==> src/rtl/cpi_pkg.sv <==
package cpi_pkg;
  typedef enum logic [1:0] {
    ST_IDLE   = 2'd0,
    ST_ACTIVE = 2'd1,
    ST_DEACT  = 2'd2,
    ST_HOLD   = 2'd3
  } sess_state_e;
endpackage

==> src/rtl/cpi_rst_sync.sv <==
module cpi_rst_sync #(
  parameter int unsigned STAGES = 2
) (
  input  logic clk,
  input  logic rst_n,
  output logic rst_n_sync
);
  logic [STAGES-1:0] chain_q;

  always_ff @(posedge clk or negedge rst_n) begin
    if (!rst_n) chain_q <= '0;
    else        chain_q <= {chain_q[STAGES-2:0], 1'b1};
  end

  assign rst_n_sync = chain_q[STAGES-1];
endmodule

==> src/rtl/cpi_detect_sync.sv <==
module cpi_detect_sync #(
  parameter int unsigned          LINES   = 2,
  parameter int unsigned          STAGES  = 2,
  parameter logic [LINES-1:0]     IDLE_LV = '0
) (
  input  logic             clk,
  input  logic             rst_n,
  input  logic [LINES-1:0] async_in,
  output logic [LINES-1:0] sync_out
);
  for (genvar g = 0; g < LINES; g++) begin : g_line
    logic [STAGES-1:0] ff_q;
    logic [STAGES-1:0] ff_d;

    always_comb begin
      ff_d = {ff_q[STAGES-2:0], async_in[g]};
    end

    always_ff @(posedge clk or negedge rst_n) begin
      if (!rst_n) ff_q <= {STAGES{IDLE_LV[g]}};
      else        ff_q <= ff_d;
    end

    assign sync_out[g] = ff_q[STAGES-1];
  end
endmodule

==> src/rtl/cpi_debounce.sv <==
module cpi_debounce #(
  parameter int unsigned DEB_CYCLES = 400000,
  localparam int unsigned CW = $clog2(DEB_CYCLES + 1)
) (
  input  logic clk,
  input  logic rst_n,
  input  logic raw_in,
  output logic stable_out
);
  localparam logic [CW-1:0] LAST = CW'(DEB_CYCLES - 1);

  logic [CW-1:0] cnt_q, cnt_d;
  logic          acc_q, acc_d;
  logic          upd_en;

  // Timer runs only while a card is seen but not yet accepted.
  always_comb begin
    cnt_d = cnt_q;
    acc_d = acc_q;
    if (!raw_in) begin
      cnt_d = '0;
      acc_d = 1'b0;
    end else if (!acc_q) begin
      if (cnt_q == LAST) begin
        cnt_d = '0;
        acc_d = 1'b1;
      end else begin
        cnt_d = cnt_q + 1'b1;
      end
    end
  end

  assign upd_en = raw_in | acc_q | (cnt_q != '0);

  always_ff @(posedge clk or negedge rst_n) begin
    if (!rst_n) begin
      cnt_q <= '0;
      acc_q <= 1'b0;
    end else if (upd_en) begin
      cnt_q <= cnt_d;
      acc_q <= acc_d;
    end
  end

  // Loss of detection bypasses the accepted flag at once.
  assign stable_out = acc_q & raw_in;
endmodule

==> src/rtl/cpi_session_fsm.sv <==
module cpi_session_fsm
  import cpi_pkg::*;
(
  input  logic        clk,
  input  logic        rst_n,
  input  logic        present,
  input  logic        sess_cmd_n,
  input  logic        fault_i,
  input  logic        uv_i,
  input  logic        deact_done_i,
  output sess_state_e state_o,
  output logic        deact_req_o,
  output logic        irq_n_o
);
  sess_state_e st_q, st_d;
  logic        flt_q, flt_d;
  logic        cmd_prev_q;
  logic        open_evt;
  logic        kill_evt;

  assign open_evt = cmd_prev_q & ~sess_cmd_n & present & ~uv_i;
  assign kill_evt = ~present | fault_i | uv_i;

  always_comb begin
    st_d  = st_q;
    flt_d = flt_q;
    unique case (st_q)
      ST_IDLE: begin
        if (open_evt) st_d = ST_ACTIVE;
      end
      ST_ACTIVE: begin
        if (kill_evt) begin
          st_d  = ST_DEACT;
          flt_d = 1'b1;
        end else if (sess_cmd_n) begin
          st_d = ST_DEACT;
        end
      end
      ST_DEACT: begin
        if (deact_done_i) begin
          if (sess_cmd_n) begin
            st_d  = ST_IDLE;
            flt_d = 1'b0;
          end else begin
            st_d = ST_HOLD;
          end
        end
      end
      ST_HOLD: begin
        if (sess_cmd_n) begin
          st_d  = ST_IDLE;
          flt_d = 1'b0;
        end
      end
      default: st_d = ST_IDLE;
    endcase
  end

  always_ff @(posedge clk or negedge rst_n) begin
    if (!rst_n) begin
      st_q       <= ST_IDLE;
      flt_q      <= 1'b0;
      cmd_prev_q <= 1'b1;
    end else begin
      st_q       <= st_d;
      flt_q      <= flt_d;
      cmd_prev_q <= sess_cmd_n;
    end
  end

  always_comb begin
    unique case (st_q)
      ST_IDLE:   irq_n_o = present & ~uv_i;
      ST_ACTIVE: irq_n_o = present & ~uv_i & ~fault_i;
      default:   irq_n_o = present & ~uv_i & ~flt_q;
    endcase
  end

  assign deact_req_o = (st_q == ST_DEACT);
  assign state_o     = st_q;
endmodule

==> src/rtl/card_presence_irq.sv <==
module card_presence_irq
  import cpi_pkg::*;
#(
  parameter int unsigned DEB_CYCLES  = 400000,
  parameter int unsigned SYNC_STAGES = 2
) (
  input  logic clk,
  input  logic rst_n,
  input  logic det_lo_n,
  input  logic det_hi,
  input  logic sess_cmd_n,
  input  logic fault_i,
  input  logic uv_i,
  input  logic deact_done_i,
  output logic card_present_o,
  output logic deact_req_o,
  output logic irq_n_o
);
  localparam int unsigned NLINES = 2;
  // Bit 1 idles high (active-low line), bit 0 idles low.
  localparam logic [NLINES-1:0] LINE_IDLE = 2'b10;

  logic              rst_n_int;
  logic [NLINES-1:0] det_sync;
  logic              raw_present;
  sess_state_e       state;

  cpi_rst_sync #(.STAGES(2)) u_rst (
    .clk        (clk),
    .rst_n      (rst_n),
    .rst_n_sync (rst_n_int)
  );

  cpi_detect_sync #(
    .LINES   (NLINES),
    .STAGES  (SYNC_STAGES),
    .IDLE_LV (LINE_IDLE)
  ) u_sync (
    .clk      (clk),
    .rst_n    (rst_n_int),
    .async_in ({det_lo_n, det_hi}),
    .sync_out (det_sync)
  );

  assign raw_present = ~det_sync[1] | det_sync[0];

  cpi_debounce #(.DEB_CYCLES(DEB_CYCLES)) u_deb (
    .clk        (clk),
    .rst_n      (rst_n_int),
    .raw_in     (raw_present),
    .stable_out (card_present_o)
  );

  cpi_session_fsm u_fsm (
    .clk          (clk),
    .rst_n        (rst_n_int),
    .present      (card_present_o),
    .sess_cmd_n   (sess_cmd_n),
    .fault_i      (fault_i),
    .uv_i         (uv_i),
    .deact_done_i (deact_done_i),
    .state_o      (state),
    .deact_req_o  (deact_req_o),
    .irq_n_o      (irq_n_o)
  );
endmodule

==> config.mk <==
export PLATFORM = sky130hd
export DESIGN_NAME = card_presence_irq
export DESIGN_NICKNAME = d
export VERILOG_FILES = /design/src/rtl/cpi_pkg.sv /design/src/rtl/cpi_rst_sync.sv /design/src/rtl/cpi_detect_sync.sv /design/src/rtl/cpi_debounce.sv /design/src/rtl/cpi_session_fsm.sv /design/src/rtl/card_presence_irq.sv
export SDC_FILE = /design/constraint.sdc
export NUM_CORES = 1
export LEC_CHECK = 0
export ABC_AREA = 0
export ABC_CLOCK_PERIOD_IN_PS = 1500
export BUFFER_PORTS_ARGS = -buffer_cell sky130_fd_sc_hd__buf_2
export CAP_MARGIN = 10
export CORE_UTILIZATION = 40
export DETAILED_ROUTE_END_ITERATION = 12
export PLACE_DENSITY = 0.56
export SYNTH_ARGS = -nofsm -noshare
export SYNTH_HDL_FRONTEND = slang
export SYNTH_HIERARCHICAL = 1
export SYNTH_SLANG_ARGS = --single-unit
==> constraint.sdc <==
create_clock -name clk -period 1.5 [get_ports clk]
set_input_delay 0.075 -clock clk [delete_from_list [all_inputs] [get_ports clk]]
set_output_delay 0.075 -clock clk [all_outputs]
set_load 0.05 [all_outputs]
# After elaboration in Yosys (flattened, before gate mapping)
# Index checks and enable logic that the tools add are counted.
dict set report word_totals {
  elab_cells 61
  regBits 30
  in_bits 8
  output_inout_bits 3
}
dict set report classes {
  reduce_logical 6
  addsub 1
  n_eq_ne 10
  n_bitwise 18
  mux 18
}
# operator count
set ops {}
lappend ops {{19-bit 2-to-1 mux} 3}
lappend ops {{19-bit by 1-bit adder with 19-bit output (second input constant)} 1}
lappend ops {{19-bit equality test (second input constant)} 1}
lappend ops {{19-bit nonzero test} 1}
lappend ops {{2-bit 2-to-1 mux} 6}
lappend ops {{2-bit one-hot mux with 4 select lines} 1}
lappend ops {{1-bit AND} 7}
lappend ops {{1-bit 2-to-1 mux} 6}
lappend ops {{2-bit inequality test (second input constant)} 3}
lappend ops {{1-bit NOT} 6}
lappend ops {{1-bit bitwise OR} 5}
lappend ops {{2-bit equality test (second input constant)} 2}
lappend ops {{2-bit by 1-bit inequality test with 1-bit output (second input constant)} 2}
lappend ops {{4-bit AND reduction} 1}
lappend ops {{3-bit by 2-bit inequality test with 1-bit output (second input constant)} 1}
lappend ops {{1-bit one-hot mux with 3 select lines} 1}
lappend ops {{3-bit AND reduction} 1}
lappend ops {{3-bit nonzero test} 1}
lappend ops {{2-bit by 1-bit equality test with 1-bit output (second input constant)} 1}
lappend ops {{2-bit logical NOT} 1}
lappend ops {{1-bit one-hot mux with 2 select lines} 1}
lappend ops {{2-bit AND reduction} 1}

# Depth between registers and ports, before layout
dict set report depth {
  ltp_word 8
  depth_mapped 7
}

# Hierarchy
# The synthesis kept the hierarchy.
# mod n_inst seq_area_each_um2 area_per_inst_um2 cells_per_inst
set by_module_without_submodules {}
lappend by_module_without_submodules {cpi_debounce 1 500.5 1208.7 137}
lappend by_module_without_submodules {cpi_session_fsm 1 101.3 206.4 20}
lappend by_module_without_submodules {cpi_detect_sync 1 102.6 117.6 6}
lappend by_module_without_submodules {cpi_rst_sync 1 50.0 53.8 3}
lappend by_module_without_submodules {card_presence_irq 1 0.0 6.3 1}

# Worst setup path after synthesis
# Ideal clock, no wire load.
dict set report synth_timing {
  path_type {flip-flop to output port}
  from {register u_sync.g_line[1].ff_q[1]}
  to {output irq_n_o}
  stages_incl_launch_ff 7
  path_slack_ns -1.006
  arrival_ns 2.431
  cell_sequence {dfstp_2 > buf_4 > nand2b_1 > nand2_1 > inv_1 > nand2b_4 > a221oi_1}
}
dict set report synth_between {
  elab_chain_len 6
  elab_cells_between_ends 7
}
# element line_no
set synth_lines {}
lappend synth_lines {{start: declaration} cpi_detect_sync.sv:12} ;# logic [STAGES-1:0] ff_q;
lappend synth_lines {{start signal: assignment} cpi_detect_sync.sv:20} ;# if (!rst_n) ff_q <= {STAGES{IDLE_LV[g]}};
lappend synth_lines {{1-bit NOT (*)} card_presence_irq.sv:45} ;# assign raw_present = ~det_sync[1] | det_sync[0];
lappend synth_lines {{1-bit bitwise OR (*)} card_presence_irq.sv:45}
lappend synth_lines {{net raw_present} card_presence_irq.sv:25} ;# logic raw_present;
lappend synth_lines {{1-bit AND (*)} cpi_debounce.sv:46} ;# assign stable_out = acc_q & raw_in;
lappend synth_lines {{net card_present_o} card_presence_irq.sv:15} ;# output logic card_present_o,
lappend synth_lines {{1-bit AND (*)} {cpi_session_fsm.sv:73, cpi_session_fsm.sv:74, cpi_session_fsm.sv:75}}
lappend synth_lines {{1-bit AND (on tied branches)} {cpi_session_fsm.sv:75, cpi_session_fsm.sv:74}}
lappend synth_lines {{1-bit one-hot mux with 2 select lines (*)} cpi_session_fsm.sv:72} ;# unique case (st_q)
lappend synth_lines {{end: declaration} card_presence_irq.sv:17} ;# output logic irq_n_o
# Mark *: on every way through the listed nets, which the timed path passes. The rest lies on a longest branch.

# Worst setup path in the final report
dict set report layout_timing {
  from {register u_deb.cnt_q[7]}
  to {register u_deb.cnt_q[3]}
}
dict set report layout_between {
  elab_chain_len 4
  elab_cells_between_ends 7
}
# element line_no
set layout_lines {}
lappend layout_lines {{start: declaration} cpi_debounce.sv:12} ;# logic [CW-1:0] cnt_q, cnt_d;
lappend layout_lines {{start signal: assignment} cpi_debounce.sv:40} ;# cnt_q <= cnt_d;
lappend layout_lines {{19-bit equality test} cpi_debounce.sv:24} ;# if (cnt_q == LAST) begin
lappend layout_lines {{19-bit 2-to-1 mux} cpi_debounce.sv:24}
lappend layout_lines {{19-bit 2-to-1 mux} cpi_debounce.sv:23} ;# end else if (!acc_q) begin
lappend layout_lines {{19-bit 2-to-1 mux} cpi_debounce.sv:20} ;# if (!raw_in) begin
# Parallel ways exist; a longest one is shown, timed or not. The select of a mux whose other input is x is not followed.
# A chain may end at the register's enable or synchronous reset.

==> metrics.md <==
| Metric | Value |
|---|---|
| Status | finished with violations |
| Violated checks | setup timing |
| DRT Wirelength | 4340 um |
| Global-route wire length before repair | 7180 um |
| DR pass1 iterations | 4 |
| Clock buffer count from CTS | 5 |
| Library cells used by synthesis | 42 |
| FF+latch area | 756 um2 |
| Crit end category | flop |
| Clock transition at the registers of the reported paths | 0.07 ns |
| Final nets | 241 |
| TritonCTS Sinks | 30 |
| Vias post-DR | 1,540 |
| Setup CP Type | flop to flop |
| Post-layout util | 65.4% |
| I/O pins | 11 |
| GR Overflow Total | 0 |
| Filler instances | 309 |
| Post-synth top flop | dfrtp_1 |
| Vias/cell | 5.50 |
| FFs w/ async S/R, synth | 100% |
| Post-synth EDFFs | 0 |
| Min cycle time layout | 1.74 ns |
| Largest net degree at the start of global routing | 22 |
| DR DRC count | 0 |
| Syn_nets | 177 |
| Pre-CTS WS | -0.258 ns |
| Rows | 22 |
| Worst Skew | 0.0108 ns |
| Final Cycle Share | 116% |
| Port Buffers | 10 |
| Ant diodes | 0 |
| Layout area overhead | 53.7% |
| Mapped Area | 0.00159 mm2 |
| Commonest non-fill, non-tap cell in the layout | buf_4 |
| Core area | 0.00374 mm2 |
| Yosys warning count | 6 |
| Mean Syn Cell Area | 9.54 um2 |
| Area occupied by multi-input gates | 993 um2 |
| RSZ-0062 raised after global routing | true |
| CTS tree | yes |
| Final ANT Viol Nets | 0 |
| Die Ht | 65.1 um |
| Min-delay worst type | input port to asynchronous set/reset pin |
| Final worst slack | -0.238 ns |
| Avg WL per Cell | 15.5 um |
| Sequential area share after synthesis | 47.4% |
| Hold WS | 0.109 ns |
| Initial antenna violation count | 0 |
| Maxcap violations | 0 |
| Gr usage total | 23.1% |
| Clk root buf | clkbuf_8 |
| Pins over their slew limit | 0 |
| Fin. Hold Viols | 0 |
| Final setup violation count | 22 |
| Layout cells sized above 1 | 49.1% |
| Worst vdd ir | 0.000816 V |
| Die X | 65.1 um |
| Leak Pwr | 1.11 nW |
| Mapped Cells | 167 |
| WP data arrival | 1.92 ns |
| Fmax | 575 MHz |
| Worst Path Max Fanout | 7 |
| Total Die Area | 0.00424 mm2 |
| Drt initial violations | 94 |
| Critical Path RT | 1.68 ns |
| H-Tree Depth | 2 |
| PwrDens | 942 mW/mm2 |
| Max clock buf depth | 2 |
| Most frequent cells in the layout | buf_4 (38), dfrtp_1 (26), nand2_1 (21) |
| Clock latency on the worst-skew pair | 0.29 ns |
| Initial core utilization | 42.5% |
| DP HPWL | 2890 um |
| Vias in the first global route | 1,497 |
| Routability Congestion | 0.840 |
| Yosys reg bits | 30 |
| Critical Path Source Type | flop |
registers in the layout, summed over array words and instances, names as in the netlist:
name / count
u_deb/cnt_q: 19
u_sync/g_line.ff_q: 4
u_fsm/state_o: 2
u_rst/chain_q: 2
u_deb/acc_q: 1
u_fsm/cmd_prev_q: 1
u_fsm/flt_q: 1
power breakdown:
group	total, mW	internal, mW	switching (mW)
clock network	0.684	0.368	0.316
registers	0.972	0.883	0.0884
logic	0.650	0.353	0.298
total	2.31	1.60	0.703
path summary, 6_finish.rpt:
check	slack, ns	depth (start not counted)	endpoint	start
setup reg to reg	-0.24	6	u_deb/cnt_q[3]	u_deb/cnt_q[7]
max in group asynchronous	0.83	1	u_sync/g_line[1].ff_q[1]	u_rst/chain_q[1]
hold reg to reg	0.14	0	u_fsm/flt_q	u_rst/chain_q[1]
hold / removal	0.11	2	u_rst/chain_q[0]	rst_n
min in group clk	0.12	4	u_fsm/flt_q	deact_done_i
setup / recovery	-0.24	6	u_deb/cnt_q[3]	u_deb/cnt_q[7]
per-stage QoR:
stage / power [mW] / cells / cell area (um2) / setup TNS (ns)
final: 2.31 / 280 / 2450 / -3.38
after global routing: 2.44 / 280 / 2450 / -4.90
after CTS: 2.26 / 278 / 2330 / -3.04
after detailed placement: 1.45 / 260 / 2020 / -3.42
after global placement: 1.43 / 260 / 2020 / -2.97
after floorplan: 1.21 / 167 / 1650 / -2.03
Yosys cell counts, types with 2 or more instances:
cell	count	share of area (%)
a21oi_1	12	3.8
a22o_1	2	1.1
a31oi_1	13	5.1
and2_1	3	1.2
and3_1	3	1.2
and4_1	3	1.6
buf_4	2	0.94
buf_6	3	2.1
dfrtp_1	27	42
dfstp_2	3	4.9
ha_1	2	1.6
inv_1	4	0.94
nand2_1	26	6.1
nand2b_1	5	2.0
nand3_1	8	2.5
nor2_1	6	1.4
nor2b_1	3	1.2
nor3_1	5	1.6
nor4_1	3	1.2
o21ai_0	9	2.8
o21ai_1	2	0.63
o31ai_1	2	0.94
or3b_1	2	1.1
critical path: stages, from the launching register on:
cell and delay, ns:
dfrtp_1 0.41, nor4_4 0.36, and4_4 0.30, a21oi_4 0.10, buf_6 0.15, a21o_1 0.14
a22o_1 0.18
cell type report:
cell class,instances,share of cell area (%)
Clock buffer,6,3.37
Timing Repair Buffer,63,21.4
Inverter,4,0.767
Sequential cell,30,30.9
Clock inverter,2,0.511
Multi-Input combinational cell,127,40.6
Tap cell,48,2.45
cells by family (layout without fill, tap and decap cells):
group	Yosys count	count (layout)	synth area share, %
fa+ha+maj	2	2	1.57
flops	30	30	47.4
buf+inv	10	75	4.32
mux	1	1	0.628
other cells	1	1	0.235
xor+xnor	1	1	0.550
simple gates	76	76	26.5
compound gates	46	46	18.9
per-layer routing:
metal | track usage (%) | vias up | wire, um | part of all wire [%]
met3 | 5.21 | 6 | 219 | 5.0
met1 | 30.3 | 746 | 1910 | 44
li1 | - | 741 | - | -
met5 | 0 | - | 0 | 0
met2 | 37.1 | 47 | 2150 | 50
met4 | 8.70 | 0 | 59 | 1.4
what timing repair did:
item,in CTS,in global routing
hold buffers,4,0
hold endpoints to repair,6,0
setup buffers,5,2
gates cloned,1,0
gates resized for setup,33,23
pin swaps,16,13
setup endpoints to repair,22,23
Note: power is estimated with default switching activity, not from simulation.
